File: src/rtl/pad_pull_pkg.sv
package pad_pull_pkg;
  localparam int FIELD_W = 8;
  localparam int CODE_W  = 2;
  localparam int LANES   = 8;

  typedef enum logic [1:0] {
    PULL_NONE = 2'd0,
    PULL_UP   = 2'd1,
    PULL_DOWN = 2'd2,
    PULL_HOLD = 2'd3
  } pullCode_e;

  typedef struct packed {
    logic               mainSel;
    logic               splitSel;
    logic               doWrite;
    logic               doRead;
    logic [FIELD_W-1:0] bankIdx;
    logic [FIELD_W-1:0] regIdx;
  } pullStrobe_t;
endpackage

File: src/rtl/pad_pull_decode.sv
module pad_pull_decode
  import pad_pull_pkg::*;
#(
  parameter int NUM_BANKS     = 4,
  parameter int PINS_PER_BANK = 32,
  parameter int SPLIT_PINS    = 12,
  parameter int ADDR_W        = 8,
  parameter int MAIN_BASE     = 16,
  parameter int BANK_STRIDE   = 4,
  parameter int SPLIT_BASE    = 64
) (
  input  logic [ADDR_W-1:0] addr,
  input  logic              wrEn,
  input  logic              rdEn,
  output pullStrobe_t       strobe
);
  localparam int REGS_PER_BANK = PINS_PER_BANK / LANES;
  localparam int MAIN_START    = MAIN_BASE - 1;
  localparam int MAIN_WORDS    = NUM_BANKS * BANK_STRIDE;
  localparam int SPLIT_WORDS   = (SPLIT_PINS + LANES - 1) / LANES;
  localparam int SPLIT_FULL    = SPLIT_PINS / LANES;

  int mainOff;
  int splitOff;
  int bankN;
  int regN;

  always_comb begin
    mainOff  = int'(addr) - MAIN_START;
    splitOff = int'(addr) - SPLIT_BASE;
    bankN    = (mainOff >= 0) ? mainOff / BANK_STRIDE : 0;
    regN     = (mainOff >= 0) ? mainOff % BANK_STRIDE : 0;
    strobe   = '0;
    if (mainOff >= 0 && mainOff < MAIN_WORDS && regN < REGS_PER_BANK &&
        !(bankN == 0 && regN < SPLIT_FULL)) begin
      strobe.mainSel = 1'b1;
      strobe.bankIdx = FIELD_W'(bankN);
      strobe.regIdx  = FIELD_W'(regN);
    end else if (splitOff >= 0 && splitOff < SPLIT_WORDS) begin
      strobe.splitSel = 1'b1;
      strobe.regIdx   = FIELD_W'(splitOff);
    end
    strobe.doWrite = wrEn;
    strobe.doRead  = rdEn;
  end
endmodule

File: src/rtl/pad_pull_store.sv
module pad_pull_store
  import pad_pull_pkg::*;
#(
  parameter int NUM_BANKS     = 4,
  parameter int PINS_PER_BANK = 32,
  parameter int SPLIT_PINS    = 12,
  localparam int NUM_PADS     = NUM_BANKS * PINS_PER_BANK
) (
  input  logic                       clk,
  input  logic                       rstN,
  input  pullStrobe_t                strobe,
  input  logic [31:0]                wrData,
  output logic [31:0]                rdData,
  output logic [CODE_W*NUM_PADS-1:0] padPull
);
  localparam int HALF = 16;

  logic [HALF-1:0] laneWord [NUM_PADS];
  logic [HALF-1:0] rdWord;

  for (genvar p = 0; p < NUM_PADS; p++) begin : g_pad
    localparam int  BANK     = p / PINS_PER_BANK;
    localparam int  PIN      = p % PINS_PER_BANK;
    localparam bit  IN_SPLIT = (BANK == 0) && (PIN < SPLIT_PINS);
    localparam int  REG      = PIN / LANES;
    localparam int  POS      = IN_SPLIT ? CODE_W * (PIN % LANES)
                                        : CODE_W * (LANES - 1 - (PIN % LANES));
    logic              hit;
    logic [CODE_W-1:0] padCode;

    assign hit = IN_SPLIT
      ? (strobe.splitSel && int'(strobe.regIdx) == REG)
      : (strobe.mainSel && int'(strobe.bankIdx) == BANK && int'(strobe.regIdx) == REG);

    always_ff @(posedge clk or negedge rstN) begin
      if (!rstN) begin
        padCode <= PULL_NONE;
      end else if (strobe.doWrite && hit) begin
        for (int i = 0; i < CODE_W; i++) begin
          if (wrData[POS + i + HALF]) padCode[i] <= wrData[POS + i];
        end
      end
    end

    assign padPull[CODE_W*p +: CODE_W] = padCode;
    assign laneWord[p] = hit ? (HALF'(padCode) << POS) : '0;
  end

  always_comb begin
    rdWord = '0;
    for (int p = 0; p < NUM_PADS; p++) rdWord = rdWord | laneWord[p];
  end

  always_ff @(posedge clk or negedge rstN) begin
    if (!rstN) rdData <= '0;
    else       rdData <= strobe.doRead ? {{HALF{1'b0}}, rdWord} : '0;
  end
endmodule

File: src/rtl/pad_pull_regs.sv
module pad_pull_regs
  import pad_pull_pkg::*;
#(
  parameter int NUM_BANKS     = 4,
  parameter int PINS_PER_BANK = 32,
  parameter int SPLIT_PINS    = 12,
  parameter int ADDR_W        = 8,
  parameter int MAIN_BASE     = 16,
  parameter int BANK_STRIDE   = 4,
  parameter int SPLIT_BASE    = 64,
  localparam int PULL_W       = CODE_W * NUM_BANKS * PINS_PER_BANK
) (
  input  logic              clk,
  input  logic              rstN,
  input  logic [ADDR_W-1:0] addr,
  input  logic              wrEn,
  input  logic              rdEn,
  input  logic [31:0]       wrData,
  output logic [31:0]       rdData,
  output logic [PULL_W-1:0] padPull
);
  pullStrobe_t ctlStrobe;

  pad_pull_decode #(
    .NUM_BANKS(NUM_BANKS), .PINS_PER_BANK(PINS_PER_BANK), .SPLIT_PINS(SPLIT_PINS),
    .ADDR_W(ADDR_W), .MAIN_BASE(MAIN_BASE), .BANK_STRIDE(BANK_STRIDE),
    .SPLIT_BASE(SPLIT_BASE)
  ) i_decode (
    .addr(addr), .wrEn(wrEn), .rdEn(rdEn), .strobe(ctlStrobe)
  );

  pad_pull_store #(
    .NUM_BANKS(NUM_BANKS), .PINS_PER_BANK(PINS_PER_BANK), .SPLIT_PINS(SPLIT_PINS)
  ) i_store (
    .clk(clk), .rstN(rstN), .strobe(ctlStrobe), .wrData(wrData),
    .rdData(rdData), .padPull(padPull)
  );
endmodule

File: config.mk
export PLATFORM = sky130hd
export DESIGN_NAME = pad_pull_regs
export DESIGN_NICKNAME = d
export VERILOG_FILES = /design/src/rtl/pad_pull_pkg.sv /design/src/rtl/pad_pull_decode.sv /design/src/rtl/pad_pull_store.sv /design/src/rtl/pad_pull_regs.sv
export SDC_FILE = /design/constraint.sdc
export NUM_CORES = 1
export LEC_CHECK = 0
export ABC_AREA = 1
export BUFFER_PORTS_ARGS = -buffer_cell sky130_fd_sc_hd__buf_2
export CORE_UTILIZATION = 45
export DETAILED_ROUTE_END_ITERATION = 8
export GPL_TIMING_DRIVEN = 1
export PLACE_DENSITY = 0.77
export RECOVER_POWER = 100
export SLEW_MARGIN = 10
export SYNTH_ARGS = -nofsm -noshare
export SYNTH_HDL_FRONTEND = slang
export SYNTH_SLANG_ARGS = --single-unit
File: constraint.sdc
create_clock -name clk -period 1.1 [get_ports clk]
set_clock_uncertainty 0.2 [all_clocks]
set_input_delay 0.11 -clock clk [delete_from_list [all_inputs] [get_ports clk]]
set_output_delay 0.11 -clock clk [all_outputs]
set_load 0.02 [all_outputs]
==> results.ini, run 1 <==
[synth]
synth.top_cell.area_share_pct = 47.2
yosys.cell_types.count = 38
synth-seq-area-share_pct = 47.2
ys_ff_latch = 272
synthCells = 1900
synth_top_cell_by_area = dfrtp_1
synthTopCellsByCount = nand2_1, dfrtp_1, nand3_1, nor2_1, o21ai_1
netlist_area_mm2 = 0.0144
synth_edf_count = 0
synth_area_leaders = dfrtp_1, nand2_1, nand3_1
synth_flop_cell = dfrtp_1
yosysMostFrequentCell = nand2_1
syn_area_per_cell_um2 = 7.60
async_flop_share_pct = 100
yosys_warnings = 0

[layout]
regArea_mm2 = 0.00681
multi_input_area_mm2 = 0.00769
nets = 2709
final_core_util_pct = 72.3
syn2layout_area_growth_pct = 58.1
drive_gt1_share_pct = 42.9
stdcell_area_mm2 = 0.0228
antennaDiodeCount = 0
fillers = 2165

[grt]
grt_pass1_wl_mm = 92.6
antenna_found_initial = 0
grt_max_degree = 42
first_global_vias = 16800
grt.total_usage_pct = 36.5
overflow = 0

[worst_setup_path]
r2r_cells = 6
r2r_slack_ps = -160
crit_type = in2reg
critPathMaxFanout = 5
cp_common_cell = inv_2
r2r-end = i_store.rdData[15]$_DFF_PN0_
required_ps = 1320
regToRegStartpoint = i_store.g_pad[104].padCode[1]$_DFFE_PN0P_
slowest_stage = nor4_4
start_kind = primary input
cpPeakStageDelay_ps = 250
crit_arrival_ps = 4340
cp-end-kind = flop

[clock_network]
cts_buffers = 29
clock-sinks = 272
tritoncts = yes
ctsHtreeMaxLevel = 1
cts_root_buffer = clkbuf_16
insertion_delay_ps = 580
clockBufferDepth = 3
ctsHoldBuffers = 34
clkTransAtPathRegs_ps = 60

[worst_hold_path]
hold_end = i_store.g_pad[8].padCode[1]$_DFFE_PN0P_
hold_path_class = in2reg
min-delay-start = wrEn
min_path_cells = 7

[sta]
report.final.hold_viol_count = 0
max_slew_margin_pct = 58.4
slew_violations = 0
min_period_over_period_pct = 375
worstMarginPinSlew_ps = 624
timing.fmax_ghz = 0.243
fin_crit_ps = 4120
final.setup.worst_slack_ps = -3020
rsz0062_at_grt = true
setup_viol = 645
tns_ps = -908330

[placed_design]
placement.setup.worst_slack_ps = -3380
placed_area_mm2 = 0.0199
place_congestion = 0.938
dp_hpwl_mm = 40.5
io_buffers = 315

[power_and_ir_drop]
p_per_area_mw_per_mm2 = 1120
peakVddDrop_v = 0.00117
power_mw = 25.6
static-leakage-power_nw = 11.9

[detailed_routing]
antenna_left = 0
drc = 0
routed_wl_mm = 63.3
wl_per_cell_um = 20.6
drtPass1Iterations = 6
viasPerCell = 5.70
vias = 17500
drtIter0Drc = 2289

[die]
dieArea_mm2 = 0.0328
rows = 65
die_h_um = 181
core_area_mm2 = 0.0316
die_w_um = 181
boundaryPins = 332
initial_core_util_pct = 45.7

[job]
drv_cap = 0

[outcome]
violations = negative setup slack
status = finished, violations left

registers in the layout, summed over array words and instances (netlist names):
name and count:
i_store.g_pad.padCode 256, i_store.rdData 16
area by class of cell:
cell class              count  share of cell area [%]
well taps                 402                    2.20
clock inverters             6                   0.488
flip-flops and latches    272                    29.8
multi-input cells        1448                    33.7
inverters                  76                    1.27
repair buffers            816                    28.4
clock buffers              48                    4.06
cells in the final DEF, fill, tap and decap left out, types with 7 or more instances in the layout:
master and n:
clkbuf_1 7, ha_1 16, nor2_2 20, nand2_1 508, o21ai_1 188, buf_6 26
nand2_2 162, nand3_1 222, conb_1 16, dfrtp_1 272, inv_2 11, nand2_4 36
nand3_2 17, inv_1 63, clkbuf_8 13, nor2_1 126, buf_4 362, buf_2 312
o21ai_0 60, dlygate4sd3_1 34, clkbuf_16 33, o21ai_2 13, nor2_4 25, buf_12 64
power by group:
group / internal (mW) / switching (mW)
registers: 10.4 / 0.218
clock network: 6.41 / 4.24
logic: 1.67 / 2.65
cell families after synthesis:
logic type,after synthesis,share of synthesized area [%]
flops,272,47.2
simple gates,1146,34.9
compound gates,262,9.08
buf+inv,195,6.80
xor+xnor,2,0.173
fa+ha+maj,22,1.91
other cells,1,0.0260
critical path, delay by kind of cell:
family / cells / cell delay [ps]
simple gates: 19 / 2490
buf+inv: 11 / 1000
fa+ha+maj: 4 / 590
compound gates: 1 / 120
layer usage:
layer | global-route usage [%] | up-vias | routed length (um)
met5 | 0 | - | 0
met4 | 18.7 | 0 | 3800
met3 | 8.00 | 302 | 7980
met2 | 58.7 | 1314 | 29000
met1 | 46.1 | 8242 | 22600
li1 | - | 7621 | -
how the worst max path moves through the flow:
stage                                                      to  depth (start not counted)    start
detailed placement  i_store.g_pad[126].padCode[0]$_DFFE_PN0P_                         35  addr[0]
finish                i_store.g_pad[3].padCode[0]$_DFFE_PN0P_                         35  addr[6]
global route          i_store.g_pad[3].padCode[0]$_DFFE_PN0P_                         33  addr[1]
global placement    i_store.g_pad[124].padCode[0]$_DFFE_PN0P_                         34  addr[0]
CTS                               i_store.rdData[1]$_DFF_PN0_                         38  addr[0]
floorplan           i_store.g_pad[123].padCode[0]$_DFFE_PN0P_                         35  addr[0]
stage by stage:
step	cells	hold slack, ps
floorplan	1915	-386
global placement	2934	-153
detailed placement	2934	-153
CTS	3054	-152
global route	3068	46.3
finish	3068	32.1
repair_timing:
item                                    4_1_cts  5_1_grt
endpoints found under the setup margin      544      544
pin swaps                                    34      112
endpoints found under the hold margin       544       75
gates cloned                                  5        5
setup buffers                                27       12
gates resized for setup                     106      247
Note: power is estimated with default switching activity, not from simulation.
==> inputs of run 2 (changes only) <==
CORE_MARGIN = 2   (was unset)
==> run 2 against run 1 <==
Effect of this change: the flow finishes with violations (negative hold slack, negative setup slack); hold slack worse by 170 ps; count of clock-buffer cells in the layout is 10 lower; non-clock buffer count up 29; combinational power grew 6.0%; first-iteration DRC count is 3.6% higher; total power grew 2.3%; utilization rose by 5.6 points; critical path depth fell by 1; critical endpoint is now i_store.g_pad[112].padCode[0]$_DFFE_PN0P_; largest cell class unchanged.
==> results.ini, run 2 (synthesized netlist as in run 1, its figures left out) <==
[worst_setup_path]
cpPeakStageDelay_ps = 310  ; was 250 ps
crit_type = in2reg  ; unchanged
cp_common_cell = nor2_4  ; was inv_2
slowest_stage = o21ai_2  ; was nor4_4
r2r_slack_ps = -380  ; was -160 ps
cp-end-kind = flop  ; unchanged
crit_arrival_ps = 4670  ; was 4340 ps
required_ps = 1380  ; was 1320 ps
critPathMaxFanout = 6  ; was 5
start_kind = primary input  ; unchanged

[clock_network]
clockBufferDepth = 3  ; unchanged
ctsHoldBuffers = 26  ; was 34
clkTransAtPathRegs_ps = 70  ; was 60 ps
cts_buffers = 30  ; was 29
ctsHtreeMaxLevel = 1  ; unchanged
insertion_delay_ps = 590  ; was 580 ps
cts_root_buffer = clkbuf_16  ; unchanged
tritoncts = yes  ; unchanged
clock-sinks = 272  ; unchanged

[placed_design]
io_buffers = 315  ; unchanged
placement.setup.worst_slack_ps = -3590  ; was -3380 ps
dp_hpwl_mm = 40.3  ; was 40.5 mm
placedCellCount = 2919  ; was 2,934
place_congestion = 0.904  ; was 0.938

[detailed_routing]
antenna_left = 0  ; unchanged
vias = 18700  ; was 17,500
viasPerCell = 6.03  ; was 5.70
wl_per_cell_um = 23.7  ; was 20.6 um
drtPass1Iterations = 7  ; was 6
routed_wl_mm = 73.4  ; was 63.3 mm
drc = 0  ; unchanged
drtIter0Drc = 2372  ; was 2,289

[die]
core_area_mm2 = 0.0316  ; unchanged
boundaryPins = 332  ; unchanged
die_w_um = 183  ; was 181 um
die_h_um = 183  ; was 181 um
initial_core_util_pct = 45.7  ; unchanged
dieArea_mm2 = 0.0335  ; was 0.0328 mm2
rows = 65  ; unchanged

[grt]
overflow = 0  ; unchanged
first_global_vias = 17500  ; was 16,800
antenna_found_initial = 0  ; unchanged
grt_pass1_wl_mm = 98.1  ; was 92.6 mm
grt.total_usage_pct = 37.8  ; was 36.5%
grt_max_degree = 61  ; was 42

[layout]
largest-register = i_store.g_pad.padCode  ; unchanged
instances_no_fill = 3097  ; was 3,068
largest_reg_flops = 256  ; unchanged
drive_gt1_share_pct = 51.4  ; was 42.9%
syn2layout_area_growth_pct = 70.3  ; was 58.1%
mostFrequentLayoutCells = buf_4, nand2_1, buf_2  ; was nand2_1, buf_4, buf_2
antennaDiodeCount = 0  ; unchanged
reg_top3 = i_store.g_pad.padCode: 256 flops, i_store.rdData: 16 flops  ; unchanged
fillers = 1837  ; was 2,165
nets = 2739  ; was 2,709
final_common_cell = buf_4  ; was nand2_1

[job]
drv_cap = 0  ; unchanged

[power_and_ir_drop]
static-leakage-power_nw = 13.3  ; was 11.9 nW
power_mw = 26.1  ; was 25.6 mW
p_per_area_mw_per_mm2 = 1060  ; was 1120 mW/mm2
peakVddDrop_v = 0.00130  ; was 0.00117 V

[sta]
tns_ps = -963970  ; was -908,330 ps
worstMarginPinSlew_ps = 769  ; was 624 ps
timing.fmax_ghz = 0.227  ; was 0.243 GHz
slew_violations = 0  ; unchanged
report.final.hold_viol_count = 131  ; was 0
setup_viol = 665  ; was 645
rsz0062_at_grt = true  ; unchanged
whs_ps = -141  ; was 32.1 ps
final.setup.worst_slack_ps = -3300  ; was -3020 ps
max_slew_margin_pct = 48.8  ; was 58.4%
min_period_over_period_pct = 400  ; was 375%
fin_crit_ps = 4400  ; was 4120 ps

[outcome]
violations = negative hold slack, negative setup slack  ; was negative setup slack
status = finished, violations left  ; unchanged

[worst_hold_path]
hold_path_class = in2reg  ; unchanged

==> run 2: cell type report <==
| cell class | instances | area (um2) | area share [%] |
|---|---|---|---|
| Clock buffer | 38 | 821 | 3.34 |
| Multi-Input combinational cell | 1448 | 9020 | 36.7 |
| Tap cell | 402 | 503 | 2.05 |
| Timing Repair Buffer | 845 | 6920 | 28.1 |
| Inverter | 76 | 300 | 1.22 |
| Clock inverter | 16 | 219 | 0.890 |
| Sequential cell | 272 | 6810 | 27.7 |
==> run 2: what timing repair did <==
action,CTS,global route
buffers inserted,68,33
cloned,9,4
hold endpoints to repair,544,220
pin swaps,147,219
gates resized for setup,378,437
setup endpoints to repair,544,544
==> run 2: critical path, delay by kind of cell <==
family          cells  cell delay [ps]
compound gates      1              310
fa+ha+maj           3              510
buf+inv             8              890
simple gates       22             2820
==> run 2: metrics by stage <==
stage | util (%) | hold slack (ps) | instance area, um2
floorplan | - | -386 | 14700
global placement | 62.8 | -152 | 19800
detailed placement | 62.8 | -145 | 19800
CTS | 72.8 | -213 | 23000
global route | 77.9 | -138 | 24600
finish | 77.9 | -141 | 24600
==> run 2: final timing paths <==
kind / start / to / cells past startpoint
max: addr[1] / i_store.g_pad[112].padCode[0]$_DFFE_PN0P_ / 34
min: wrData[28] / i_store.g_pad[81].padCode[0]$_DFFE_PN0P_ / 3
max reg2reg: i_store.g_pad[7].padCode[0]$_DFFE_PN0P_ / i_store.rdData[14]$_DFF_PN0_ / 6
min reg2reg: i_store.g_pad[92].padCode[0]$_DFFE_PN0P_ / i_store.g_pad[92].padCode[0]$_DFFE_PN0P_ / 2
max in group asynchronous: rstN / i_store.rdData[3]$_DFF_PN0_ / 4
min in group asynchronous: rstN / i_store.g_pad[27].padCode[1]$_DFFE_PN0P_ / 3
==> run 2: per-layer routing <==
layer	global-route usage [%]	up-vias	routed length (um)
met5	0	-	0
met4	23.4	0	6880
met3	9.13	554	10200
met2	61.7	1698	32600
met1	45.3	8697	23800
li1	-	7711	-
==> run 2: where the power goes <==
part	switching (mW)	internal, mW
sequential	0.234	10.4
clock	4.52	6.43
combinational	2.90	1.69
==> inputs of run 3 (changes only) <==
RECOVER_POWER = unset   (was 100)
==> run 3 against run 2 <==
Effect of this change: count of clock-buffer cells in the layout did not move; final cell count did not move; fmax barely moved; the flow still finishes with violations (negative hold slack, negative setup slack); setup slack got worse by 3.0 ps; die area did not move; sequential power barely moved; sequential share of layout area fell by 0.056 points; utilization rose by 0.16 points; wire length barely moved; total power rose by 0.13%; design area rose by 0.20%.
==> results.ini, run 3 (synthesized netlist as in run 1, its figures left out) <==
[sta]
min_period_over_period_pct = 400  ; about the same
setup_viol = 544  ; was 665
final.setup.worst_slack_ps = -3300  ; about the same
whs_ps = -162  ; was -141 ps
tns_ps = -956680  ; was -963,970 ps
fin_crit_ps = 4400  ; about the same
max_slew_margin_pct = 48.5  ; was 48.8%
worstMarginPinSlew_ps = 772  ; was 769 ps
report.final.hold_viol_count = 220  ; was 131
slew_violations = 0  ; unchanged
rsz0062_at_grt = true  ; unchanged
timing.fmax_ghz = 0.227  ; about the same

[die]
die_w_um = 183  ; unchanged
die_h_um = 183  ; unchanged
boundaryPins = 332  ; unchanged
rows = 65  ; unchanged
dieArea_mm2 = 0.0335  ; unchanged
initial_core_util_pct = 45.7  ; unchanged
core_area_mm2 = 0.0316  ; unchanged

[grt]
first_global_vias = 17500  ; unchanged
busiest_layer = met2  ; unchanged
met2_usage_pct = 61.7  ; unchanged
antenna_found_initial = 0  ; unchanged
grt_max_degree = 61  ; unchanged
use_met3_pct = 9.13  ; unchanged
met1_usage_pct = 45.3  ; unchanged
grt_pass1_wl_mm = 98.1  ; unchanged
grt.total_usage_pct = 37.8  ; unchanged
overflow = 0  ; unchanged

[clock_network]
insertion_delay_ps = 600  ; was 590 ps
clockBufferDepth = 3  ; unchanged
cts_root_buffer = clkbuf_16  ; unchanged
ctsHtreeMaxLevel = 1  ; unchanged
ctsHoldBuffers = 26  ; unchanged
clock-sinks = 272  ; unchanged
clkTransAtPathRegs_ps = 70  ; about the same
tritoncts = yes  ; unchanged
cts_buffers = 30  ; unchanged

[placed_design]
placedCellCount = 2919  ; unchanged
io_buffers = 315  ; unchanged
dp_hpwl_mm = 40.3  ; unchanged
place_congestion = 0.904  ; unchanged

[worst_setup_path]
start_kind = primary input  ; unchanged
cp-startpoint = addr[1]  ; unchanged
required_ps = 1380  ; about the same
regToRegStartpoint = i_store.g_pad[7].padCode[0]$_DFFE_PN0P_  ; unchanged
cp_common_cell = nor2_4  ; unchanged
critPathMaxFanout = 6  ; unchanged
slowest_stage = o21ai_2  ; unchanged
cp-end-kind = flop  ; unchanged
crit_arrival_ps = 4680  ; was 4670 ps
crit_family = simple AND/OR/NAND/NOR gates  ; unchanged
cpPeakStageDelay_ps = 310  ; about the same
crit_type = in2reg  ; unchanged
critPathBufInv = 8  ; unchanged

[power_and_ir_drop]
static-leakage-power_nw = 13.3  ; about the same
power_switching_mw = 7.66  ; was 7.65 mW
p_int_mw = 18.5  ; about the same
power_mw = 26.2  ; was 26.1 mW
power_frac_seq_pct = 40.5  ; was 40.6%
peakVddDrop_v = 0.00131  ; was 0.00130 V
p_per_area_mw_per_mm2 = 1060  ; about the same
switching_share_pct = 29.3  ; about the same
power_frac_clock_pct = 41.9  ; about the same
comb_power_share_pct = 17.6  ; was 17.5%

[layout]
largest_reg_flops = 256  ; unchanged
instances_no_fill = 3097  ; unchanged
final_common_cell = buf_4  ; unchanged
multi_input_area_mm2 = 0.00902  ; unchanged
reg_top3 = i_store.g_pad.padCode: 256 flops, i_store.rdData: 16 flops  ; unchanged
drive_gt1_share_pct = 51.5  ; was 51.4%
largest-register = i_store.g_pad.padCode  ; unchanged
mostFrequentLayoutCells = buf_4, nand2_1, buf_2  ; unchanged
regArea_mm2 = 0.00681  ; unchanged
nets = 2739  ; unchanged
antennaDiodeCount = 0  ; unchanged
syn2layout_area_growth_pct = 70.7  ; was 70.3%
fillers = 1829  ; was 1,837

[detailed_routing]
antenna_left = 0  ; unchanged
drtPass1Iterations = 6  ; was 7
routed_wl_mm = 73.5  ; was 73.4 mm
viasPerCell = 6.01  ; was 6.03
wl_per_cell_um = 23.7  ; about the same
drtIter0Drc = 2323  ; was 2,372
drc = 0  ; unchanged
vias = 18600  ; was 18,700

[outcome]
status = finished, violations left  ; unchanged
violations = negative hold slack, negative setup slack  ; unchanged

[job]
drv_cap = 0  ; unchanged

[worst_hold_path]
hold_path_class = in2async  ; was in2reg

==> run 3: changes by cell type in the layout (fill, tap and decap cells not counted), sizes merged <==
cell and delta:
clkbuf -3, buf +3
==> run 3: worst register-to-register path, cell delays in order (launching register included) <==
cell	delay, ps
dfrtp_1	420
nand2_1	110
nand2_1	60
nor2_1	160
nand2_1	180
nor2_1	180
nor2_1	70
==> run 3: final timing paths <==
check,depth (start not counted),end,slack [ps]
max,34,i_store.g_pad[112].padCode[0]$_DFFE_PN0P_,-3300
min reg2reg,2,i_store.g_pad[92].padCode[0]$_DFFE_PN0P_,330
max reg2reg,6,i_store.rdData[14]$_DFF_PN0_,-370
min,3,i_store.g_pad[99].padCode[1]$_DFFE_PN0P_,-160
max in group asynchronous,4,i_store.g_pad[52].padCode[0]$_DFFE_PN0P_,330
min in group clk,3,i_store.g_pad[81].padCode[0]$_DFFE_PN0P_,-130
==> run 3: through the flow <==
step / worst slack (ps) / hold WS [ps] / util [%] / cell area [um2]
6_report: -3300 / -162 / 78.1 / 24600
5_1_grt: -3480 / -161 / 78.1 / 24600
4_1_cts: -2830 / -213 / 72.8 / 23000
3_5_place_dp: -3590 / -145 / 62.8 / 19800
3_3_place_gp: -3350 / -152 / 62.8 / 19800
2_1_floorplan: -3300 / -386 / - / 14700
==> run 3: power groups by stage <==
stage               logic [mW]  registers, mW  clock network, mW
CTS                       4.09           10.6               10.7
finish                    4.62           10.6               11.0
detailed placement        3.73           10.7                  0
global route              4.80           10.6               11.3
floorplan                 1.17           11.2                  0
global placement          3.67           10.7                  0
==> run 3: repair_timing <==
action	in CTS	in global routing
gates cloned	9	4
pin swaps	147	219
buffers inserted	68	33
gates resized for setup	378	437
setup endpoints to repair	544	544
endpoints found under the hold margin	544	220
==> run 3: final cells by class <==
cell class | instances | share of cell area, %
Multi-Input combinational cell | 1448 | 36.6
Sequential cell | 272 | 27.6
Timing Repair Buffer | 845 | 28.3
Tap cell | 402 | 2.04
Clock inverter | 16 | 0.889
Inverter | 76 | 1.22
Clock buffer | 38 | 3.33
==> run 3: routing by layer <==
metal | vias up | part of all wire (%)
li1 | 7713 | -
met1 | 8635 | 32
met2 | 1684 | 44
met3 | 566 | 14
met4 | 0 | 9.4
met5 | - | 0
